**src/rtl/bic_pkg.sv**
```systemverilog
// Package: shared constants and types for the binary input conditioner.
// Assumes nothing beyond IEEE 1800-2017 packages.
package bic_pkg;
    localparam int MIN_CH = 8;
    localparam int MAX_CH = 16;

    typedef enum logic {
        POL_OPEN   = 1'b0,
        POL_CLOSED = 1'b1
    } pol_e;
endpackage

```
**src/rtl/bic_sync.sv**
```systemverilog
// Module: two-stage synchroniser for a vector of asynchronous inputs.
// Assumes each bit is independent; no bus coherency is provided.
module bic_sync #(
    parameter int W = 16
) (
    input  logic         clk,
    input  logic         rst_n,
    input  logic [W-1:0] d_async,
    output logic [W-1:0] q_sync
);
    logic [W-1:0] stage1;

    // Purpose: shift the raw inputs through two flops.
    always_ff @(posedge clk) begin
        if (!rst_n) begin
            stage1 <= '0;
            q_sync <= '0;
        end else begin
            stage1 <= d_async;
            q_sync <= stage1;
        end
    end
endmodule

```
**src/rtl/bic_chan_timer.sv**
```systemverilog
// Module: pickup/dropout timer for one channel.
// The output moves to the corrected level once the level has differed
// from it on (delay+1) consecutive ticks. The delay is t_on while the
// output is low and t_off while it is high. Any cycle in which the input
// equals the output clears the count. Assumes the delays are static.
module bic_chan_timer #(
    parameter int DLY_W = 16
) (
    input  logic             clk,
    input  logic             rst_n,
    input  logic             tick,
    input  logic             lvl_in,
    input  logic [DLY_W-1:0] t_on,
    input  logic [DLY_W-1:0] t_off,
    output logic             lvl_out
);
    logic [DLY_W-1:0] cnt;
    logic [DLY_W-1:0] limit;

    // Purpose: pick the delay that applies to the pending transition.
    always_comb limit = lvl_out ? t_off : t_on;

    // Purpose: count qualifying ticks and flip the output at the limit.
    always_ff @(posedge clk) begin
        if (!rst_n) begin
            lvl_out <= 1'b0;
            cnt     <= '0;
        end else if (lvl_in == lvl_out) begin
            cnt <= '0;
        end else if (tick) begin
            if (cnt == limit) begin
                lvl_out <= lvl_in;
                cnt     <= '0;
            end else begin
                cnt <= cnt + 1'b1;
            end
        end
    end
endmodule

```
**src/rtl/bic_func_router.sv**
```systemverilog
// Module: routes conditioned channel levels to function outputs.
// Code 0 = unassigned, code k drives function k-1; each function is the
// OR of its channels. Assumes codes above N_FUNC select nothing.
module bic_func_router #(
    parameter int N_CH   = 16,
    parameter int N_FUNC = 4,
    parameter int SEL_W  = 3
) (
    input  logic [N_CH-1:0]       lvl,
    input  logic [N_CH*SEL_W-1:0] sel_flat,
    output logic [N_FUNC-1:0]     func_out
);
    // Purpose: OR every channel into the function its code selects.
    always_comb begin
        func_out = '0;
        for (int f = 0; f < N_FUNC; f++) begin
            for (int ch = 0; ch < N_CH; ch++) begin
                if (lvl[ch] && (sel_flat[ch*SEL_W +: SEL_W] == SEL_W'(f + 1)))
                    func_out[f] = 1'b1;
            end
        end
    end
endmodule

```
**src/rtl/binary_input_conditioner.sv**
```systemverilog
// Module: top of the binary input conditioner.
// Synchronises, applies polarity, times and routes N_CH contact inputs.
// Assumes tick_ms is a single-cycle pulse and all configuration is static.
module binary_input_conditioner
    import bic_pkg::*;
#(
    parameter int N_CH   = 16,
    parameter int DLY_W  = 16,
    parameter int N_FUNC = 4,
    parameter int SEL_W  = $clog2(N_FUNC + 1)
) (
    input  logic                  clk,
    input  logic                  rst_n,
    input  logic                  tick_ms,
    input  logic [N_CH-1:0]       raw_in,
    input  logic [N_CH-1:0]       nc_sel,
    input  logic [N_CH*DLY_W-1:0] t_on_flat,
    input  logic [N_CH*DLY_W-1:0] t_off_flat,
    input  logic [N_CH*SEL_W-1:0] func_sel_flat,
    output logic [N_CH-1:0]       chan_out,
    output logic [N_FUNC-1:0]     func_out
);
    if (N_CH < MIN_CH || N_CH > MAX_CH) begin : g_bad_ch
        $error("N_CH out of supported range");
    end

    logic [N_CH-1:0] synced;
    logic [N_CH-1:0] corrected;

    bic_sync #(.W(N_CH)) sync_i (
        .clk     (clk),
        .rst_n   (rst_n),
        .d_async (raw_in),
        .q_sync  (synced)
    );

    for (genvar i = 0; i < N_CH; i++) begin : g_chan
        // Purpose: invert normally-closed contacts.
        always_comb corrected[i] = synced[i] ^ (nc_sel[i] == POL_CLOSED);

        bic_chan_timer #(.DLY_W(DLY_W)) timer_i (
            .clk     (clk),
            .rst_n   (rst_n),
            .tick    (tick_ms),
            .lvl_in  (corrected[i]),
            .t_on    (t_on_flat[i*DLY_W +: DLY_W]),
            .t_off   (t_off_flat[i*DLY_W +: DLY_W]),
            .lvl_out (chan_out[i])
        );
    end

    bic_func_router #(.N_CH(N_CH), .N_FUNC(N_FUNC), .SEL_W(SEL_W)) router_i (
        .lvl      (chan_out),
        .sel_flat (func_sel_flat),
        .func_out (func_out)
    );
endmodule

```
**config.mk**
```make
export PLATFORM = sky130hd
export DESIGN_NAME = binary_input_conditioner
export DESIGN_NICKNAME = d
export VERILOG_FILES = /design/src/rtl/bic_pkg.sv /design/src/rtl/bic_sync.sv /design/src/rtl/bic_chan_timer.sv /design/src/rtl/bic_func_router.sv /design/src/rtl/binary_input_conditioner.sv
export SDC_FILE = /design/constraint.sdc
export NUM_CORES = 1
export LEC_CHECK = 0
export BUFFER_PORTS_ARGS = -buffer_cell sky130_fd_sc_hd__buf_2
export CORE_AREA = 2 2 241 243
export CTS_BUF_LIST = sky130_fd_sc_hd__clkbuf_8
export DETAILED_ROUTE_END_ITERATION = 12
export DIE_AREA = 0 0 243 245
export GPL_TIMING_DRIVEN = 0
export SYNTH_ARGS = -nofsm -noshare
export SYNTH_HDL_FRONTEND = slang
export SYNTH_HIERARCHICAL = 1
export SYNTH_SLANG_ARGS = --single-unit
```
**constraint.sdc**
```tcl
create_clock -name clk -period 2.55 [get_ports clk]
set_input_delay 0.1275 -clock clk [delete_from_list [all_inputs] [get_ports clk]]
set_output_delay 0.1275 -clock clk [all_outputs]
set_load 0.1 [all_outputs]
```
==> out/results.ini <==
[clock_tree]
h-tree-depth = 2
cts.sinks = 304
cts_buffers = 56
clockBufferDepth = 3
clkLatencyLatePin_ns = 0.61
cts_root_buf = clkbuf_8
cts.clk_slew.worst_paths_ns = 0.06
cts_tree = built

[timing]
setup_ws_ns = -0.107
fin_crit_sh_pct = 104
tns_ns = -0.107
worstMarginPinSlew_ns = 1.33
fmax_mhz = 376
finalSetupViolations = 1
slew_headroom_pct = 11.2
finalClockSkew_ns = 0.0193
rsz0062_at_grt = true
period_needed_ns = 2.66
maxSlewViolCount = 0
hold_violations = 0

[floorplanning]
die_w_um = 243
core_um2 = 57000
die_height_um = 245
fp-row-count = 88
die_area_um2 = 59500
ios = 615
initial_core_util_pct = 34.4

[power_and_ir_drop]
sw_frac_of_total_pct = 25.4
pwr_density_cell_nw_per_um2 = 430
combPwrFrac_pct = 12.9
seqPwrFrac_pct = 44.3
p_int_mw = 8.14
peakVddDrop_mv = 0.283
p_leak_nw = 9.48
power_switching_mw = 2.77
clockPowerShare_pct = 42.8

[critical_path]
start_kind = register
cp_top_family = simple AND/OR/NAND/NOR gates
worst_path_largest_cell_delay_ns = 0.53
arrival_ns = 2.53
r2r_end = g_chan[7].timer_i/cnt[5]$_SDFFE_PP0P_
reg2regPathDepth = 10
rrSetupSlack_ns = 0.11
worst_setup_path_end_kind = primary output
cp-startpoint = g_chan[4].timer_i/lvl_out$_SDFFE_PN0P_
crit_top_cell = or4_4
crit_type = reg2out
worst-path-max-fanout = 3
critical_path_buf_inv_count = 1
cp_slowest_cell = or4_4
r2r_start = g_chan[7].timer_i/lvl_out$_SDFFE_PN0P_
crit_chain = nor2b_4, and3b_1, or4_4, or4_4, buf_12
critPathRequiredTime_ns = 2.42

[synthesis]
synth_fp_nets = 2801
avgSynthCellArea_um2 = 8.97
syn_inst = 2190
yosys_most_used_dff = dfxtp_1
yosysWarnings = 6
ys_seq_area_share_pct = 31.0
synth_area_um2 = 19600
synth_edf_count = 0
ys_seq_elements = 304
async_flop_share_pct = 0
ys_types = 45

[outcome]
violations = setup timing
status = finished, violations left

[layout]
nFillCells = 5686
ff_latch_area_um2 = 6110
synthToLayoutAreaGrowth_pct = 29.3
fin_cells = 3719
layout.nets = 3519
drive_gt1_share_pct = 28.8
multi_input_area_um2 = 12700

[drt]
drtIter0Drc = 670
vias_per_cell = 4.85
ant_nets = 0
dr.pass1.iters = 5
finalWirelength_um = 64400
wl_per_cell_um = 17.3
post-route-drc-count = 0
vias = 18000

[grt]
antenna_found_initial = 21
grt_pass1_wl_um = 98200
grtUsageTotal_pct = 20.8
grt_pass1_vias = 18200
gr-total-overflow = 0
grt_max_degree = 54

[min_path]
hold_class = in2reg
min_path_cells = 6
hold_start = t_on_flat[144]
whs_endpoint = g_chan[9].timer_i/lvl_out$_SDFFE_PN0P_

[placed_design]
place_congestion = 0.938
dp_hpwl_um = 52000
dp_cells = 3568
port_buffers = 613

[job]
maxCapViolations = 0

cell usage after synthesis (28+ instances only):
cell type,n,area [um2]
dfxtp_1,304,6090
nand3_1,55,275
xnor2_1,312,2730
clkbuf_1,44,165
and2_2,32,240
buf_6,34,383
nand4_1,105,657
mux2i_1,256,2560
xor2_1,214,1870
nor3_1,35,175
nor2_1,269,1010
and2_1,28,175
nor4_1,69,432
and3_1,62,388
inv_1,37,139
nand2_1,160,601
tightest hold or removal path: stages:
cell and delay [ns]:
buf_2 0.08, mux2i_1 0.07, xnor2_1 0.16, nor4_2 0.05, nand4_2 0.13, o31ai_1 0.09
registers in the layout, summed over array words and instances (netlist names):
signal and cells:
sync_i/q_sync 16, g_chan.timer_i/lvl_out 16, g_chan.timer_i/cnt 256, sync_i/stage1 16
cells by family (layout without fill, tap and decap cells):
| logic type | after synthesis | in the layout | share of synthesized area, % |
|---|---|---|---|
| adders and majority gates | 16 | 16 | 1.02 |
| AOI/OAI and AO/OA | 78 | 78 | 3.67 |
| xor gates and xnor gates | 526 | 526 | 23.5 |
| muxes | 256 | 256 | 13.1 |
| other | 0 | 9 | 0 |
| and+or+nand+nor | 876 | 876 | 23.0 |
| buffers and inverters | 134 | 889 | 4.85 |
| DFF | 304 | 304 | 31.0 |
worst max-delay path by stage:
stage,cells after the start,end
finish,5,func_out[1]
global route,5,func_out[1]
CTS,5,func_out[1]
detailed placement,9,g_chan[0].timer_i/cnt[7]$_SDFFE_PP0P_
global placement,9,g_chan[0].timer_i/cnt[6]$_SDFFE_PP0P_
floorplan,4,func_out[1]
timing repair:
| item | in CTS | in global routing |
|---|---|---|
| hold buffers | 35 | 0 |
| setup buffers | 3 | 9 |
| setup endpoints to repair | 52 | 88 |
| gates resized for setup | 20 | 9 |
| hold endpoints to repair | 124 | 0 |
| pin swaps | 4 | 9 |
power by group through the flow:
stage | registers [mW] | clock network, mW | logic [mW]
floorplan | 4.93 | 0 | 0.675
global placement | 4.94 | 0 | 1.33
detailed placement | 4.94 | 0 | 1.36
CTS | 4.84 | 4.84 | 1.42
global route | 4.84 | 5.02 | 1.54
finish | 4.84 | 4.67 | 1.41
cells in the final DEF, fill, tap and decap left out, types with 16 or more instances in the layout:
cell / netlist / routed
a21oi_1: 18 / 18
and2_1: 28 / 28
and2_2: 32 / 32
and3_1: 62 / 62
buf_2: 0 / 609
buf_6: 34 / 34
clkbuf_1: 44 / 44
clkbuf_8: 0 / 72
dfxtp_1: 304 / 288
dlygate4sd3_1: 0 / 34
ha_1: 16 / 16
inv_1: 37 / 54
mux2i_1: 256 / 252
nand2_1: 160 / 160
nand3_1: 55 / 54
nand4_1: 105 / 105
nor2_1: 269 / 269
nor3_1: 35 / 34
nor4_1: 69 / 66
o211ai_1: 16 / 16
o21bai_4: 16 / 16
o31ai_1: 18 / 18
xnor2_1: 312 / 312
xor2_1: 214 / 214
per-stage QoR:
stage	util [%]	worst slack (ns)	hold WS (ns)	power (mW)	instance area, um2
final	44.5	-0.107	0.138	10.9	25400
after global routing	44.5	-0.191	0.106	11.4	25400
after CTS	44.3	-0.181	0.0709	11.1	25300
after detailed placement	41.5	-0.0455	0.351	6.30	23700
after global placement	41.5	-0.0166	0.350	6.27	23700
after floorplan	-	0.157	0.264	5.60	19700
per-layer routing:
metal | track usage, % | part of all wire, %
met3 | 5.60 | 6.5
met1 | 24.2 | 42
met2 | 37.8 | 50
met4 | 4.67 | 1.6
met5 | 0 | 0.21
layout make-up:
cell class | instances | share of cell area (%)
multi-input cells | 1752 | 49.9
flip-flops and latches | 304 | 24.1
repair buffers | 660 | 14.0
clock buffers | 72 | 3.90
well taps | 765 | 3.77
plain buffers | 97 | 3.20
inverters | 37 | 0.547
clock inverters | 23 | 0.468
diodes | 9 | 0.0887
Note: power is estimated with default switching activity, not from simulation.
